===== src/rtl/line_snd_pkg.sv =====
package line_snd_pkg;

  // Strobes passed from the fetch control to the PWM datapath
  typedef struct packed {
    logic fetch;     // capture the sample byte this cycle
    logic loadLine;  // line boundary: apply the held sample, restart the count
    logic rewind;    // vertical retrace seen
  } sndStrobe_t;

endpackage


===== src/rtl/snd_fetch_ctrl.sv =====
module snd_fetch_ctrl
  import line_snd_pkg::*;
#(
  parameter int ADDR_W = 16,
  parameter int LINES_PER_FRAME = 370,
  parameter int PTR_W = 9,
  parameter logic [ADDR_W-1:0] MAIN_BASE = '0,
  parameter logic [ADDR_W-1:0] ALT_BASE = '0
) (
  input  logic              clk,
  input  logic              rstN,
  input  logic              lineStart,
  input  logic              frameStart,
  input  logic              slotGrant,
  input  logic              bufSel,
  output sndStrobe_t        strobes,
  output logic              memRd,
  output logic [ADDR_W-1:0] memAddr,
  output logic [PTR_W-1:0]  rdPtr
);

  localparam logic [PTR_W-1:0] LAST_PTR = PTR_W'(LINES_PER_FRAME - 1);

  logic [ADDR_W-1:0] baseAddr;

  always_comb begin
    strobes.fetch    = slotGrant;
    strobes.loadLine = lineStart;
    strobes.rewind   = frameStart;
  end

  assign baseAddr = bufSel ? ALT_BASE : MAIN_BASE;
  assign memAddr  = baseAddr + ADDR_W'(rdPtr);
  assign memRd    = slotGrant;

  // The retrace pulse has priority over the step; a fetch in the same
  // cycle has already used the old offset on the combinational address.
  always_ff @(posedge clk or negedge rstN) begin
    if (!rstN) begin
      rdPtr <= '0;
    end else if (frameStart) begin
      rdPtr <= '0;
    end else if (slotGrant) begin
      rdPtr <= (rdPtr == LAST_PTR) ? '0 : rdPtr + 1'b1;
    end
  end

endmodule


===== src/rtl/snd_vol_scale.sv =====
module snd_vol_scale #(
  parameter int SAMPLE_W = 8,
  parameter int VOL_W = 3
) (
  input  logic [SAMPLE_W-1:0] sample,
  input  logic [VOL_W-1:0]    volume,
  output logic [SAMPLE_W-1:0] scaled
);

  localparam int PROD_W = SAMPLE_W + VOL_W;

  logic [PROD_W-1:0] product;

  // Gain is (volume+1)/2^VOL_W, so the top code passes the sample unchanged
  assign product = PROD_W'(sample) * (PROD_W'(volume) + PROD_W'(1));
  assign scaled  = product[PROD_W-1:VOL_W];

endmodule


===== src/rtl/snd_pwm_path.sv =====
module snd_pwm_path
  import line_snd_pkg::*;
#(
  parameter int SAMPLE_HI = 1,
  parameter int SCALE_EN = 1,
  parameter int LINE_CLKS = 352,
  parameter int CNT_W = 9
) (
  input  logic        clk,
  input  logic        rstN,
  input  sndStrobe_t  strobes,
  input  logic [15:0] memRdata,
  input  logic [2:0]  volume,
  output logic [7:0]  activeDuty,
  output logic        pwmOut
);

  localparam logic [CNT_W-1:0] CNT_MAX = CNT_W'(LINE_CLKS);

  logic [7:0]       laneByte;
  logic [7:0]       heldSample;
  logic [7:0]       scaledDuty;
  logic [CNT_W-1:0] lineCnt;

  generate
    if (SAMPLE_HI != 0) begin : g_hiLane
      assign laneByte = memRdata[15:8];
    end else begin : g_loLane
      assign laneByte = memRdata[7:0];
    end
  endgenerate

  generate
    if (SCALE_EN != 0) begin : g_scaled
      snd_vol_scale #(.SAMPLE_W(8), .VOL_W(3)) u_scale (
        .sample (heldSample),
        .volume (volume),
        .scaled (scaledDuty)
      );
    end else begin : g_raw
      logic unusedVolume;
      assign unusedVolume = ^volume;
      assign scaledDuty   = heldSample;
    end
  endgenerate

  always_ff @(posedge clk or negedge rstN) begin
    if (!rstN) begin
      heldSample <= '0;
    end else if (strobes.fetch) begin
      heldSample <= laneByte;
    end
  end

  // Duty and count change only at a line boundary, so a period is never cut
  always_ff @(posedge clk or negedge rstN) begin
    if (!rstN) begin
      activeDuty <= '0;
      lineCnt    <= CNT_MAX;
    end else if (strobes.loadLine) begin
      activeDuty <= scaledDuty;
      lineCnt    <= '0;
    end else if (lineCnt != CNT_MAX) begin
      lineCnt <= lineCnt + 1'b1;
    end
  end

  assign pwmOut = ({{(CNT_W-8){1'b0}}, activeDuty} > lineCnt);

endmodule


===== src/rtl/line_sound_dma.sv =====
module line_sound_dma
  import line_snd_pkg::*;
#(
  parameter int ADDR_W = 16,
  parameter int LINES_PER_FRAME = 370,
  parameter int LINE_CLKS = 352,
  parameter logic [ADDR_W-1:0] MAIN_BASE = 16'h7D00,
  parameter logic [ADDR_W-1:0] ALT_BASE = 16'h7A00,
  parameter int SAMPLE_HI = 1,
  parameter int SCALE_EN = 1
) (
  input  logic              clk,
  input  logic              rstN,
  input  logic              lineStart,
  input  logic              frameStart,
  input  logic              slotGrant,
  input  logic              bufSel,
  input  logic [2:0]        volume,
  input  logic [15:0]       memRdata,
  output logic              memRd,
  output logic [ADDR_W-1:0] memAddr,
  output logic              pwmOut
);

  localparam int PTR_W = (LINES_PER_FRAME > 1) ? $clog2(LINES_PER_FRAME) : 1;
  localparam int CNT_W = $clog2(LINE_CLKS + 1);

  sndStrobe_t       strobes;
  logic [PTR_W-1:0] rdPtr;
  logic [7:0]       activeDuty;

  snd_fetch_ctrl #(
    .ADDR_W(ADDR_W), .LINES_PER_FRAME(LINES_PER_FRAME), .PTR_W(PTR_W),
    .MAIN_BASE(MAIN_BASE), .ALT_BASE(ALT_BASE)
  ) u_ctrl (
    .clk(clk), .rstN(rstN), .lineStart(lineStart), .frameStart(frameStart),
    .slotGrant(slotGrant), .bufSel(bufSel), .strobes(strobes),
    .memRd(memRd), .memAddr(memAddr), .rdPtr(rdPtr)
  );

  snd_pwm_path #(
    .SAMPLE_HI(SAMPLE_HI), .SCALE_EN(SCALE_EN),
    .LINE_CLKS(LINE_CLKS), .CNT_W(CNT_W)
  ) u_path (
    .clk(clk), .rstN(rstN), .strobes(strobes), .memRdata(memRdata),
    .volume(volume), .activeDuty(activeDuty), .pwmOut(pwmOut)
  );

endmodule


===== config.mk =====
export PLATFORM = sky130hd
export DESIGN_NAME = line_sound_dma
export DESIGN_NICKNAME = d
export VERILOG_FILES = /design/src/rtl/line_snd_pkg.sv /design/src/rtl/snd_fetch_ctrl.sv /design/src/rtl/snd_vol_scale.sv /design/src/rtl/snd_pwm_path.sv /design/src/rtl/line_sound_dma.sv
export SDC_FILE = /design/constraint.sdc
export NUM_CORES = 1
export LEC_CHECK = 0
export CELL_PAD_IN_SITES_DETAIL_PLACEMENT = 1
export CELL_PAD_IN_SITES_GLOBAL_PLACEMENT = 2
export CORE_MARGIN = 1
export CORE_UTILIZATION = 36
export CTS_BUF_LIST = sky130_fd_sc_hd__clkbuf_4 sky130_fd_sc_hd__clkbuf_8 sky130_fd_sc_hd__clkbuf_16
export DETAILED_ROUTE_END_ITERATION = 10
export DONT_BUFFER_PORTS = 1
export PLACE_DENSITY_LB_ADDON = 0.1
export SYNTH_ARGS = -nofsm -noshare
export SYNTH_HDL_FRONTEND = slang
export SYNTH_SLANG_ARGS = --single-unit

===== constraint.sdc =====
create_clock -name clk -period 2.7 [get_ports clk]
set_input_delay 0.405 -clock clk [delete_from_list [all_inputs] [get_ports clk]]
set_output_delay 0.405 -clock clk [all_outputs]
set_load 0.1 [all_outputs]

# --- Yosys cells after proc, flatten, opt, wreduce, memory -nomap -nowiden ---
# Cells that the tools add are included.
totals:
  word_cells: 20
  reg_bits: 34
  inputBits: 25
op_classes:
  add_sub_neg: 4
  magnitude_cmp: 1
  n_reduce_logical: 2
  eq_ne: 2
  mul: 1
  mux: 6
op_table:
  columns: ["cell", "count"]
  rows:
  - ["$mux W9", 5]
  - ["$add A9 B1 Y9 const B", 2]
  - ["$add A16 B9 Y16", 1]
  - ["$mul A8 B11 Y11", 1]
  - ["$mux W11", 1]
  - ["$eq A9 B9 Y1 const B", 1]
  - ["$gt A8 B9 Y1", 1]
  - ["$ne A9 B9 Y1 const B", 1]
  - ["$add A3 B1 Y4 const B", 1]
  - ["$reduce_bool A2 Y1", 2]

# --- Depth between registers and ports, before layout ---
depth:
  word_depth: 4
  mapped_depth: 13

# --- Hierarchy ---
# Synthesis repeated with hierarchy kept, for this count alone.
hier_totals:
  hier_cells: 291
  area_unflattened_um2: 2841.5
by_module_without_submodules:
  columns: ["mod", "cells_each", "n_inst", "area_per_inst_um2"]
  rows:
  - ["snd_pwm_path", 109, 1, 1249.9]
  - ["snd_vol_scale", 100, 1, 868.3]
  - ["snd_fetch_ctrl", 82, 1, 723.2]

# --- Least setup slack after synthesis ---
# Ideal clock, no wire load.
synth_timing:
  path_kind: "input to register"
  startpoint: "input port volume[0]"
  endpoint: "register u_path.activeDuty[7]"
  arrival_time_ns: 3.274
  cell_stages: 11
  path_slack_ns: -0.643
  setup_ns: 0.069
  t_required_ns: 2.631
  path_cell_list: "ha_1 -> xor2_1 -> nand2_1 -> fa_1 -> inv_1 -> fa_1 -> fa_1 -> nand3_1 -> a21oi_1 -> or4_1 -> nand3_1"
synth_via:
  elab_chain_cells: 2
synth_lines:
  columns: ["element", "line_no", "text"]
  rows:
  - ["start, declared", "line_sound_dma.sv:18", "input logic [2:0] volume,"]
  - ["$add A3 B1 Y4", "snd_vol_scale.sv:15", "assign product = PROD_W'(sample) * (PROD_W'(volume) + PROD_W'(1));"]
  - ["$mul A8 B11 Y11", "snd_vol_scale.sv:15", null]
  - ["end signal, assigned", "snd_pwm_path.sv:61", "activeDuty <= scaledDuty;"]
  - ["end, declared", "snd_pwm_path.sv:14", "output logic [7:0] activeDuty,"]
# No other way between the ends.
# A chain may end at the register's enable or synchronous reset.

# --- Worst setup path in the final report ---
layout_timing:
  startpoint: "register u_path.heldSample[3]"
  endpoint: "register u_path.activeDuty[2]"
layout_via:
  elab_chain_cells: 1
layout_lines:
  columns: ["element", "line_no", "text"]
  rows:
  - ["start, declared", "snd_pwm_path.sv:21", "logic [7:0] heldSample;"]
  - ["start signal, assigned", "snd_pwm_path.sv:51", "heldSample <= laneByte;"]
  - ["$mul A8 B11 Y11", "snd_vol_scale.sv:15", null]
# No other way between the ends.

==> flow_metrics.tcl <==
set metrics [dict create \
    path_max_fanout 5 \
    gp_congestion 0.708 \
    synth.avg_cell_area_um2 9.26 \
    hold-worst-slack_ns 0.150 \
    synth_seq_area_share_pct 30.7 \
    synth_ff_type "dfrtp_1" \
    power.switching_uw 859 \
    p_int_mw 1.37 \
    synth_top_area_share_pct 27.8 \
    grt_pass1_vias 2268 \
    firstDrtPassIters 4 \
    synth_area_mm2 0.00279 \
    ys_types 52 \
    drive_gt1_share_pct 28.6 \
    period_share_pct 104 \
    ir_drop_v 0.000287 \
    n_antenna_cell 0 \
    initial_utilization_pct 37.8 \
    status "finished, violations left" \
    synth_edf_count 0 \
    die_x_um 90.0 \
    grt_antenna_before_repair 0 \
    critPathLaunchType "flip-flop" \
    placementRows 31 \
    io_buffer_count 0 \
    swShare_pct 38.6 \
    cp_data_required_time_ns 2.87 \
    setup_viol_count_final 5 \
    vias 2136 \
    core_mm2 0.00737 \
    fin_crit_ns 2.80 \
    grt_max_degree 35 \
    syn_to_final_growth_pct 23.5 \
    max_freq_ghz 0.357 \
    path_clk_slew_ns 0.07 \
    synth.yosys.warnings 0 \
    drc 0 \
    finalPower_mw 2.23 \
    worstPathArrival_ns 2.97 \
    p_leak_nw 1.56 \
    tritoncts "built" \
    drv_slew 0 \
    violations "negative setup slack" \
    worst_hold_path_type "in2reg" \
    pwr-share-clk_pct 21.5 \
    dr.first_iter.drc_count 35 \
    overflow 0 \
    worst_slack_ns -0.102 \
    grt_setup_unrepaired "true" \
    combPwrFrac_pct 50.3 \
    clock_sinks 34 \
    cts-root-buf "clkbuf_8" \
    synth_cells 301 \
    maxCapViolCount 0 \
    grt_pass1_wl_um 10900 \
    power.density_mw_per_mm2 647 \
    viasPerCell 4.96 \
    synth-async-reset-ratio_pct 100 \
    antenna_left 0 \
    path_class "reg2reg" \
    clockBufferDepth 2 \
    endpoint_kind "flip-flop" \
    worstMarginPinSlew_ns 0.821 \
    htreeDepth 2 \
    seqPwrFrac_pct 28.2 \
    ioPinCount 43 \
    die-area_mm2 0.00810 \
    drt_wl_total_um 6300 \
    post-place-ws_ns -0.479 \
    finalClockSkew_ns 0.00384 \
    routedWlPerCell_um 14.6 \
    final_nets 396 \
    hold_viol 0 \
    relSlewSlack_pct 45.2 \
    grt.total_usage_pct 16.7 \
    dp_hpwl_um 4950 \
    cts_buffers 5 \
    synth.area.top_cells "dfrtp_1 (28%), ha_1 (12%), fa_1 (8.6%)" \
    synth_seq_cells 34 \
    insertion_delay_ns 0.28 \
    setup_tns_ns -0.302 \
    die_height_um 90.0 \
    yosys.area.top_type "dfrtp_1" \
]
## stage by stage
step | util [%] | area [um2] | instances
floorplan | - | 2960 | 304
global placement | 43.2 | 3190 | 418
detailed placement | 43.2 | 3190 | 418
CTS | 46.2 | 3400 | 430
global route | 46.7 | 3440 | 431
finish | 46.7 | 3440 | 431
## cells in the final DEF (no fill, tap or decap), types with 3 or more instances in the layout
cell,instances
buf_4,38
inv_1,31
dfrtp_1,31
nor2_1,24
ha_1,20
nand2_1,19
nand3_1,14
fa_1,11
xnor2_1,10
nand4_1,8
mux2_2,8
and2_4,7
nand2b_1,7
a21oi_1,7
ha_4,7
clkbuf_8,6
and2_1,5
inv_2,5
xor2_1,5
conb_1,5
a21oi_2,4
nand3b_1,3
nor2b_1,3
a21o_1,3
or3_1,3
dfstp_2,3
## power groups by stage
stage / clock network, mW / logic, mW / registers, mW
3_5_place_dp: 0 / 1.03 / 0.639
2_1_floorplan: 0 / 0.812 / 0.623
3_3_place_gp: 0 / 1.00 / 0.641
5_1_grt: 0.521 / 1.23 / 0.638
6_report: 0.479 / 1.12 / 0.627
4_1_cts: 0.500 / 1.10 / 0.629
## Yosys cell counts, types with 2 or more instances
master and count:
a21boi_0 2, a21o_1 3, a21oi_1 12, a22oi_1 2, and2_1 12, and3_1 4, buf_4 15, clkbuf_1 3
conb_1 2, dfrtp_1 31, dfstp_2 3, fa_1 12, ha_1 27, inv_1 35, mux2_2 9, mux2i_1 2
nand2_1 19, nand2b_1 7, nand3_1 15, nand3b_1 3, nand4_1 8, nor2_1 24, nor2b_1 3, o2111ai_1 2
o21ai_0 3, or3_1 3, xnor2_1 10, xor2_1 6
## final timing paths
| kind | depth (start not counted) | start | slack, ns | endpoint |
|---|---|---|---|---|
| hold / removal | 1 | lineStart | 0.15 | u_path.lineCnt[8] |
| hold reg to reg | 1 | u_path.activeDuty[2] | 0.52 | u_path.activeDuty[2] |
| setup / recovery | 10 | u_path.heldSample[3] | -0.10 | u_path.activeDuty[2] |
| setup reg to reg | 10 | u_path.heldSample[3] | -0.10 | u_path.activeDuty[2] |
| min in group asynchronous | 2 | rstN | 0.56 | u_path.activeDuty[1] |
| max in group asynchronous | 2 | rstN | 1.89 | u_path.lineCnt[5] |
## critical path, cell delays in order (launching register included)
cell and delay (ns):
dfrtp_1 0.43, and2_4 0.17, fa_1 0.50, inv_1 0.05, fa_1 0.50, inv_2 0.05, ha_4 0.27, nand4_1 0.13
o21ai_4 0.23, xor2_1 0.09, mux2_4 0.26
## registers in the layout (all words and copies together) (netlist names)
signal and flops:
u_path.heldSample 8, u_ctrl.rdPtr 9, u_path.lineCnt 9, u_path.activeDuty 8
## final cells by class
type                    instances  area (um2)
clock inverters                 1        30.0
well taps                      99         124
repair buffers                 41         327
multi-input cells             214        1890
clock buffers                   6        82.6
flip-flops and latches         34         855
inverters                      36         135
fillers                       847        3930
## repair_timing
action / in CTS / in global routing
pin swaps: 4 / 1
hold buffers: 2 / 0
buffers inserted: 3 / 1
setup endpoints to repair: 6 / 6
endpoints found under the hold margin: 34 / 0
gates resized for setup: 7 / 7
## cells by family after synthesis
family	share of synthesized area (%)
mux	4.36
flops	30.7
xor+xnor	5.61
simple gates	19.5
compound gates	9.21
buf+inv	9.61
fa+ha+maj	20.7
other cells	0.270
## routing by layer
metal	part of all wire [%]	GRT usage, %	vias up
met1	50	22.5	1055
met4	0.73	3.63	0
li1	-	-	1047
met3	3.1	3.13	5
met5	0	0	-
met2	46	28.0	29
No activity file was read; power rests on OpenSTA's default activity.
